--- config.mk ---
export PLATFORM = sky130hd
export DESIGN_NAME = i2c_slv_evt_status
export DESIGN_NICKNAME = d
export VERILOG_FILES = /design/src/rtl/slv_evt_pkg.sv /design/src/rtl/slv_txn_tracker.sv /design/src/rtl/slv_txnf_gate.sv /design/src/rtl/slv_flag_bank.sv /design/src/rtl/i2c_slv_evt_status.sv
export SDC_FILE = /design/constraint.sdc
export NUM_CORES = 1
export LEC_CHECK = 0
export ABC_AREA = 1
export BUFFER_PORTS_ARGS = -buffer_cell sky130_fd_sc_hd__buf_4
export CAP_MARGIN = 20
export CORE_MARGIN = 2
export CORE_UTILIZATION = 43
export DETAILED_ROUTE_END_ITERATION = 10
export GPL_ROUTABILITY_DRIVEN = 1
export PLACE_DENSITY_LB_ADDON = 0.2
export SKIP_CTS_REPAIR_TIMING = 1
export SYNTH_ARGS = -nofsm -noshare
export SYNTH_HDL_FRONTEND = slang
export SYNTH_HIERARCHICAL = 1
export SYNTH_SLANG_ARGS = --single-unit
--- constraint.sdc ---
create_clock -name clk -period 1.7 [get_ports clk]
set_input_delay 0.34 -clock clk [delete_from_list [all_inputs] [get_ports clk]]
set_output_delay 0.34 -clock clk [all_outputs]
set_load 0.02 [all_outputs]
--- src/rtl/slv_evt_pkg.sv ---
package slv_evt_pkg;
    localparam int NFLAG    = 10;
    localparam int ID_W     = 2;
    localparam int GCK_W    = 2;

    // sticky flag positions, also their status bit and irq_en bit
    localparam int F_START  = 0;
    localparam int F_RSTART = 1;
    localparam int F_STOPAS = 2;
    localparam int F_GC     = 3;
    localparam int F_NACK   = 4;
    localparam int F_RXOVF  = 5;
    localparam int F_RXIRQ  = 6;
    localparam int F_TXIRQ  = 7;
    localparam int F_TXUNDF = 8;
    localparam int F_TXNF   = 9;

    localparam int B_BUSY   = NFLAG;
    localparam int B_ID_LO  = B_BUSY + 1;
    localparam int B_GC_LO  = B_ID_LO + ID_W;
    localparam int B_USED   = B_GC_LO + GCK_W;

    localparam logic [GCK_W-1:0] GC_NONE  = 2'b00;
    localparam logic [GCK_W-1:0] GC_RESET = 2'b01;

    typedef enum logic [1:0] {
        TRK_IDLE,
        TRK_WAIT_S,
        TRK_WAIT_R,
        TRK_MATCHED
    } trk_state_e;

    typedef enum logic {
        NF_ARMED,
        NF_ONE_WR
    } nf_state_e;
endpackage

--- src/rtl/slv_txn_tracker.sv ---
module slv_txn_tracker
    import slv_evt_pkg::*;
(
    input  logic clk,
    input  logic rst_n,
    input  logic gc_rst,
    input  logic ev_start,
    input  logic ev_rstart,
    input  logic ev_stop,
    input  logic ev_match,
    output logic set_start,
    output logic set_rstart,
    output logic set_stopas,
    output logic id_load
);
    trk_state_e state_q, state_d;

    always_ff @(posedge clk or negedge rst_n) begin
        if (!rst_n) state_q <= TRK_IDLE;
        else        state_q <= state_d;
    end

    always_comb begin
        state_d    = state_q;
        set_start  = 1'b0;
        set_rstart = 1'b0;
        set_stopas = 1'b0;
        id_load    = 1'b0;
        if (gc_rst) begin
            state_d = TRK_IDLE;
        end else if (ev_start) begin
            state_d = TRK_WAIT_S;
        end else if (ev_rstart) begin
            state_d = TRK_WAIT_R;
        end else if (ev_stop) begin
            state_d    = TRK_IDLE;
            set_stopas = (state_q == TRK_MATCHED);
        end else begin
            unique case (state_q)
                TRK_IDLE: begin
                    state_d = TRK_IDLE;
                end
                TRK_WAIT_S: begin
                    if (ev_match) begin
                        state_d   = TRK_MATCHED;
                        set_start = 1'b1;
                        id_load   = 1'b1;
                    end
                end
                TRK_WAIT_R: begin
                    if (ev_match) begin
                        state_d    = TRK_MATCHED;
                        set_rstart = 1'b1;
                        id_load    = 1'b1;
                    end
                end
                TRK_MATCHED: begin
                    state_d = TRK_MATCHED;
                end
                default: state_d = TRK_IDLE;
            endcase
        end
    end
endmodule

--- src/rtl/slv_txnf_gate.sv ---
module slv_txnf_gate
    import slv_evt_pkg::*;
(
    input  logic clk,
    input  logic rst_n,
    input  logic gc_rst,
    input  logic nf_set,
    input  logic nf_flag,
    input  logic tx_wr,
    output logic nf_clr
);
    nf_state_e state_q, state_d;

    always_ff @(posedge clk or negedge rst_n) begin
        if (!rst_n) state_q <= NF_ARMED;
        else        state_q <= state_d;
    end

    always_comb begin
        state_d = state_q;
        nf_clr  = 1'b0;
        if (gc_rst || nf_set) begin
            state_d = NF_ARMED;
        end else begin
            unique case (state_q)
                NF_ARMED: begin
                    if (tx_wr && nf_flag) state_d = NF_ONE_WR;
                end
                NF_ONE_WR: begin
                    if (tx_wr) begin
                        state_d = NF_ARMED;
                        nf_clr  = 1'b1;
                    end
                end
                default: state_d = NF_ARMED;
            endcase
        end
    end
endmodule

--- src/rtl/slv_flag_bank.sv ---
module slv_flag_bank #(
    parameter int N = 10
) (
    input  logic         clk,
    input  logic         rst_n,
    input  logic         wipe,
    input  logic [N-1:0] set_v,
    input  logic [N-1:0] clr_v,
    output logic [N-1:0] flag_q
);
    for (genvar i = 0; i < N; i++) begin : g_flag
        always_ff @(posedge clk or negedge rst_n) begin
            if (!rst_n)
                flag_q[i] <= 1'b0;
            else if (set_v[i])
                flag_q[i] <= 1'b1;
            else if (clr_v[i] || wipe)
                flag_q[i] <= 1'b0;
        end
    end
endmodule

--- src/rtl/i2c_slv_evt_status.sv ---
module i2c_slv_evt_status
    import slv_evt_pkg::*;
#(
    parameter int STATUS_W = 32
) (
    input  logic                clk,
    input  logic                rst_n,
    input  logic                ev_start,
    input  logic                ev_rstart,
    input  logic                ev_stop,
    input  logic                ev_addr_match,
    input  logic [ID_W-1:0]     ev_match_id,
    input  logic                ev_gc,
    input  logic [GCK_W-1:0]    ev_gc_kind,
    input  logic                ev_rx_wr,
    input  logic                ev_rx_ovf,
    input  logic                ev_tx_undf,
    input  logic                ev_tx_nfull,
    input  logic                ev_tx_done,
    input  logic                ev_nack,
    input  logic                eng_busy,
    input  logic                bus_st_rd,
    input  logic                bus_st_wr,
    input  logic                bus_rx_rd,
    input  logic                bus_tx_wr,
    input  logic                bus_fifo_flush,
    input  logic                cfg_gc_clr,
    input  logic [NFLAG-1:0]    irq_en,
    output logic [STATUS_W-1:0] status,
    output logic                irq
);
    logic gc_valid, gc_rst;
    logic set_start, set_rstart, set_stopas, id_load, nf_clr;
    logic [NFLAG-1:0] set_v, clr_v, flags;
    logic [ID_W-1:0]  id_q;
    logic [GCK_W-1:0] gck_q;

    assign gc_valid = ev_gc && (ev_gc_kind != GC_NONE);
    assign gc_rst   = ev_gc && (ev_gc_kind == GC_RESET);

    slv_txn_tracker u_trk (
        .clk       (clk),
        .rst_n     (rst_n),
        .gc_rst    (gc_rst),
        .ev_start  (ev_start),
        .ev_rstart (ev_rstart),
        .ev_stop   (ev_stop),
        .ev_match  (ev_addr_match),
        .set_start (set_start),
        .set_rstart(set_rstart),
        .set_stopas(set_stopas),
        .id_load   (id_load)
    );

    slv_txnf_gate u_nf (
        .clk    (clk),
        .rst_n  (rst_n),
        .gc_rst (gc_rst),
        .nf_set (ev_tx_nfull),
        .nf_flag(flags[F_TXNF]),
        .tx_wr  (bus_tx_wr),
        .nf_clr (nf_clr)
    );

    always_comb begin
        set_v           = '0;
        set_v[F_START]  = set_start;
        set_v[F_RSTART] = set_rstart;
        set_v[F_STOPAS] = set_stopas;
        set_v[F_GC]     = gc_valid;
        set_v[F_NACK]   = ev_nack;
        set_v[F_RXOVF]  = ev_rx_ovf;
        set_v[F_RXIRQ]  = ev_rx_wr;
        set_v[F_TXIRQ]  = ev_tx_done;
        set_v[F_TXUNDF] = ev_tx_undf;
        set_v[F_TXNF]   = ev_tx_nfull;

        clr_v           = '0;
        clr_v[F_START]  = ev_stop;
        clr_v[F_RSTART] = ev_stop || bus_st_rd;
        clr_v[F_STOPAS] = bus_st_rd;
        clr_v[F_GC]     = cfg_gc_clr;
        clr_v[F_NACK]   = bus_st_rd;
        clr_v[F_RXOVF]  = bus_st_rd;
        clr_v[F_RXIRQ]  = bus_rx_rd || bus_fifo_flush;
        clr_v[F_TXIRQ]  = bus_tx_wr;
        clr_v[F_TXUNDF] = bus_st_wr;
        clr_v[F_TXNF]   = nf_clr;
    end

    slv_flag_bank #(.N(NFLAG)) u_bank (
        .clk   (clk),
        .rst_n (rst_n),
        .wipe  (gc_rst),
        .set_v (set_v),
        .clr_v (clr_v),
        .flag_q(flags)
    );

    always_ff @(posedge clk or negedge rst_n) begin
        if (!rst_n)       id_q <= '0;
        else if (id_load) id_q <= ev_match_id;
        else if (gc_rst)  id_q <= '0;
    end

    always_ff @(posedge clk or negedge rst_n) begin
        if (!rst_n)          gck_q <= GC_NONE;
        else if (gc_valid)   gck_q <= ev_gc_kind;
        else if (cfg_gc_clr) gck_q <= GC_NONE;
    end

    always_comb begin
        status                      = '0;
        status[NFLAG-1:0]           = flags;
        status[B_BUSY]              = eng_busy;
        status[B_ID_LO +: ID_W]     = id_q;
        status[B_GC_LO +: GCK_W]    = gck_q;
    end

    assign irq = |(flags & irq_en);
endmodule

# Word-level counts from Yosys, hierarchy flattened

Cells that the tools add are included.

Flip-flop bits (word level): 17
Word-level logic and storage cells: 106

Equal/unequal tests: 5
Multiplexer cells: 55
Bitwise operators: 2
Reduce and logical (&&, ||, !) cells: 30

Operators with widths:

| operator             | number |
|---|---|
| $mux W1              | 44 |
| $reduce_bool A2 Y1   | 13 |
| $mux W2              | 9 |
| $logic_or A1 B1 Y1   | 11 |
| $and A10 B10 Y10     | 1 |
| $reduce_or A10 Y1    | 1 |
| $ne A6 B1 Y1 const B | 1 |
| $pmux W2 S3          | 1 |
| $eq A2 B1 Y1 const B | 2 |
| $eq A2 B2 Y1 const B | 2 |
| $logic_and A1 B1 Y1  | 3 |
| $logic_not A2 Y1     | 1 |
| $pmux W1 S2          | 1 |
| $reduce_or A2 Y1     | 1 |
| $not A1 Y1           | 1 |

# Logic depth before layout (Yosys ltp)

Word-level depth: 8
Gate-level depth with buffers: 9

# Hierarchy

Netlist, hierarchy kept.

By module, submodules not included:

| module             | instances | cells an instance | area each (µm²) | sequential area each (µm²) |
|---|---|---|---|---|
| slv_flag_bank      | 1         | 51                | 411.6           | 250.2 |
| i2c_slv_evt_status | 1         | 62                | 410.4           | 100.1 |
| slv_txn_tracker    | 1         | 37                | 239.0           | 50.0 |
| slv_txnf_gate      | 1         | 7                 | 50.0            | 25.0 |

# Least setup slack after synthesis

Ideal clock, no wire load.

Path kind: in2reg
Start: input ev_gc_kind[1]
End: register id_q[0]
Library setup time: 0.118 ns
Arrival: 1.096 ns
Required time: 1.582 ns
Path slack: 0.486 ns
Cell stages on the path: 9
Path buffers: 0
Path through: inv_1 -> nand3_1 -> inv_1 -> nor2_1 -> nand2_1 -> nor2_1 -> inv_1 -> nand3_1 -> nand2_1

Longest elaborated chain between the ends: 4

Ends and longest elaborated chain:

| what                                          | line                      | source |
|---|---|---|
| from (decl)                                   | i2c_slv_evt_status.sv:14  | `input logic [GCK_W-1:0] ev_gc_kind,` |
| $eq A2 B1 Y1 *                                | i2c_slv_evt_status.sv:39  | `assign gc_rst = ev_gc && (ev_gc_kind == GC_RESET);` |
| $logic_and A1 B1 Y1 *                         | i2c_slv_evt_status.sv:39  |  |
| named net gc_rst                              | i2c_slv_evt_status.sv:32  | `logic gc_valid, gc_rst;` |
| $mux W1 *                                     | slv_txn_tracker.sv:29     | `if (gc_rst) begin` |
| named net id_load                             | i2c_slv_evt_status.sv:33  | `logic set_start, set_rstart, set_stopas, id_load, nf_clr;` |
| $mux W2 or $reduce_bool A2 Y1 (tied branches) | n/a                       |  |
| to (signal assigned)                          | i2c_slv_evt_status.sv:102 | `else if (id_load) id_q <= ev_match_id;` |
| to (decl)                                     | i2c_slv_evt_status.sv:35  | `logic [ID_W-1:0] id_q;` |

The timed path passes the listed nets; every way through them passes the cells marked *.
A chain may end at the register's enable or synchronous reset.

# Final worst setup path

Start: register u_bank.flag_q[9]
End: output irq

Longest elaborated chain between the ends: 2

Ends and longest elaborated chain:

| what                              | line                      | source |
|---|---|---|
| from (decl)                       | slv_flag_bank.sv:9        | `output logic [N-1:0] flag_q` |
| from (signal, indexed assignment) | slv_flag_bank.sv:14       | `flag_q[i] <= 1'b0;` |
| from (signal, indexed assignment) | slv_flag_bank.sv:16       | `flag_q[i] <= 1'b1;` |
| from (signal, indexed assignment) | slv_flag_bank.sv:18       | `flag_q[i] <= 1'b0;` |
| $and A10 B10 Y10                  | i2c_slv_evt_status.sv:120 | `assign irq = \|(flags & irq_en);` |
| $reduce_or A10 Y1                 | i2c_slv_evt_status.sv:120 |  |
| to (decl)                         | i2c_slv_evt_status.sv:30  | `output logic irq` |

No other way between the ends.

==> reports/qor.yml <==
hold_class: "input port to flop"
synth_area_leaders: "dfrtp_1 38%, nand2_1 17%, buf_4 12%"
wirelength_mm: 2.31
cap_violations: 0
swShare_pct: 31.7
dieArea_mm2: 0.00301
peakVddDrop_mv: 0.441
antenna_found_initial: 0
rsz0062_at_grt: "no"
insertion_delay_ns: 0.28
avgSynthCellArea_um2: 7.08
fp-row-count: 18
drtAntennaViolNets: 0
grt_pass1_vias: 858
antennaDiodeCount: 0
cts_buffer_depth: 2
viasPerCell: 4.38
leakage_nw: 0.865
dpl-instance-area_mm2: 0.00142
power_density_mw_per_mm2: 646
skew_ns: 0.00306
timing.final.max_slew_violations: 0
hp-start: "ev_rx_ovf"
drtIter0Drc: 8
core_area_mm2: 0.00245
clockRootBuffer: "clkbuf_4"
rr_endpoint: "id_q[0]$_DFFE_PN0P_"
fp.dieW_um: 54.8
fillers: 249
port_buffers: 47
cts_tree: "built"
vias: 1038
max_freq_ghz: 0.667
io_pins: 67
power.share.clock_pct: 21.7
grt_usage_pct: 15.8
timing.setup.tns_ns: 0
area.sequential_um2: 425
htree_levels: 1
whs_path_depth: 3
cp-start-kind: "flop"
path_max_fanout: 4
cts_buffers: 3
start_util_pct: 45.3
clk_pin_slew_ns: 0.09
grt_pass1_wl_mm: 3.46
hpwlAfterDp_mm: 1.88
layout_common_cells: "51 x nand2_1, 48 x buf_4, 22 x inv_1"
grt_overflow: 0
area_growth_pct: 31.3
ys_seq_area_share_pct: 38.3
final_common_cell: "nand2_1"
synth_cells: 157
hold_violations: 0
rr_worst_depth: 7
grt_max_degree: 18
nets: 246
regToRegStartpoint: "u_trk/state_q[0]$_DFFE_PN0P_"
p_seq_share_pct: 48.5
synth_warnings: 6
postLayoutCellArea_mm2: 0.00146
min_period_over_period_pct: 88.2
switching_power_uw: 299
drive_gt1_share_pct: 28.5
drc_errors: 0
rrSetupSlack_ns: 0.35
routabilityCongestion: 0.806
ys_types: 19
synth_area_mm2: 0.00111
crit_path_end_kind: "output port"
ys_seq_elements: 17
required_ns: 1.36
synth_top_area_share_pct: 38.3
power.internal_uw: 644
comb_power_share_pct: 29.7
cts.sinks: 17
die_h_um: 54.8
status: "finished clean"
min_to: "u_bank/flag_q[5]$_DFFE_PN0P_"
yosys.area.top_type: "dfrtp_1"
path_class: "flop to output port"
multiInputGateArea_um2: 517
drt_first_pass_iters: 4
critPathArrivalTime_ns: 1.16
setup_viol: 0
wl_per_cell_um: 9.73
period_needed_ns: 1.50
==> layout make-up <==
| type | count | area share (%) |
|---|---|---|
| Multi-Input combinational cell | 115 | 35.4 |
| Sequential cell | 17 | 29.2 |
| Timing Repair Buffer | 49 | 25.4 |
| Inverter | 22 | 5.66 |
| Tap cell | 30 | 2.57 |
| Clock buffer | 4 | 1.80 |
==> logic make-up after synthesis <==
family	Yosys count	synth area share [%]
AO/OA/AOI/OAI	4	1.80
adder cells (fa/ha/maj)	4	4.50
buffers and inverters	41	20.6
flip-flops	17	38.3
other	1	0.338
AND/OR/NAND/NOR	90	34.5
==> synthesized netlist by cell type (all sizes together) <==
library cell and instances:
buf 19, nor3 2, conb 1, nand4 2, nand2 53, nand3b 1
nand3 8, a21oi 1, nor2 22, or2 2, dfrtp 17, inv 22
o21ai 3, ha 4
==> per-stage QoR <==
step | hold slack, ns | std cells | total power, mW | worst slack (ns) | utilization, %
after floorplan | 0.0444 | 173 | 0.646 | 0.486 | -
after global placement | 0.216 | 232 | 0.737 | 0.348 | 58.0
after detailed placement | 0.216 | 232 | 0.745 | 0.283 | 58.0
after CTS | -0.0946 | 236 | 0.954 | 0.178 | 59.0
after global routing | 0.226 | 237 | 1.01 | 0.141 | 59.4
final | 0.242 | 237 | 0.943 | 0.201 | 59.4
==> layer usage <==
metal	up-vias	track usage [%]	part of all wire, %
li1	535	-	-
met1	454	18.8	41
met2	47	28.8	48
met3	2	2.73	11
met4	0	4.58	0.087
met5	-	0	0
==> worst max-delay path, stage by stage, from the launching register on <==
cell	delay [ns]
dfrtp_1	0.43
nand2_1	0.08
nand2_1	0.05
nor2_1	0.10
nand3_1	0.07
buf_4	0.16
==> power by group through the flow <==
stage          clock network (mW)  logic (mW)  registers [mW]
6_report                    0.205       0.281           0.458
5_1_grt                     0.234       0.313           0.462
4_1_cts                     0.215       0.280           0.458
3_5_place_dp                    0       0.280           0.465
3_3_place_gp                    0       0.273           0.463
2_1_floorplan                   0       0.157           0.489
==> sequential cells by signal, indices dropped and copies added (netlist names) <==
name	count
gck_q	2
u_trk/state_q	2
u_nf/state_q	1
id_q	2
u_bank/flag_q	10
==> worst max path at each step <==
stage / startpoint / end / slack [ns] / depth (start not counted)
floorplan: ev_gc_kind[1] / id_q[0]$_DFFE_PN0P_ / 0.49 / 9
global placement: ev_gc / id_q[0]$_DFFE_PN0P_ / 0.35 / 9
detailed placement: ev_gc / u_trk/state_q[1]$_DFFE_PN0P_ / 0.28 / 8
CTS: u_bank/flag_q[3]$_DFFE_PN0P_ / irq / 0.18 / 5
global route: u_bank/flag_q[2]$_DFFE_PN0P_ / irq / 0.14 / 5
finish: u_bank/flag_q[9]$_DFFE_PN0P_ / irq / 0.20 / 5
No activity file was read; power rests on OpenSTA's default activity.
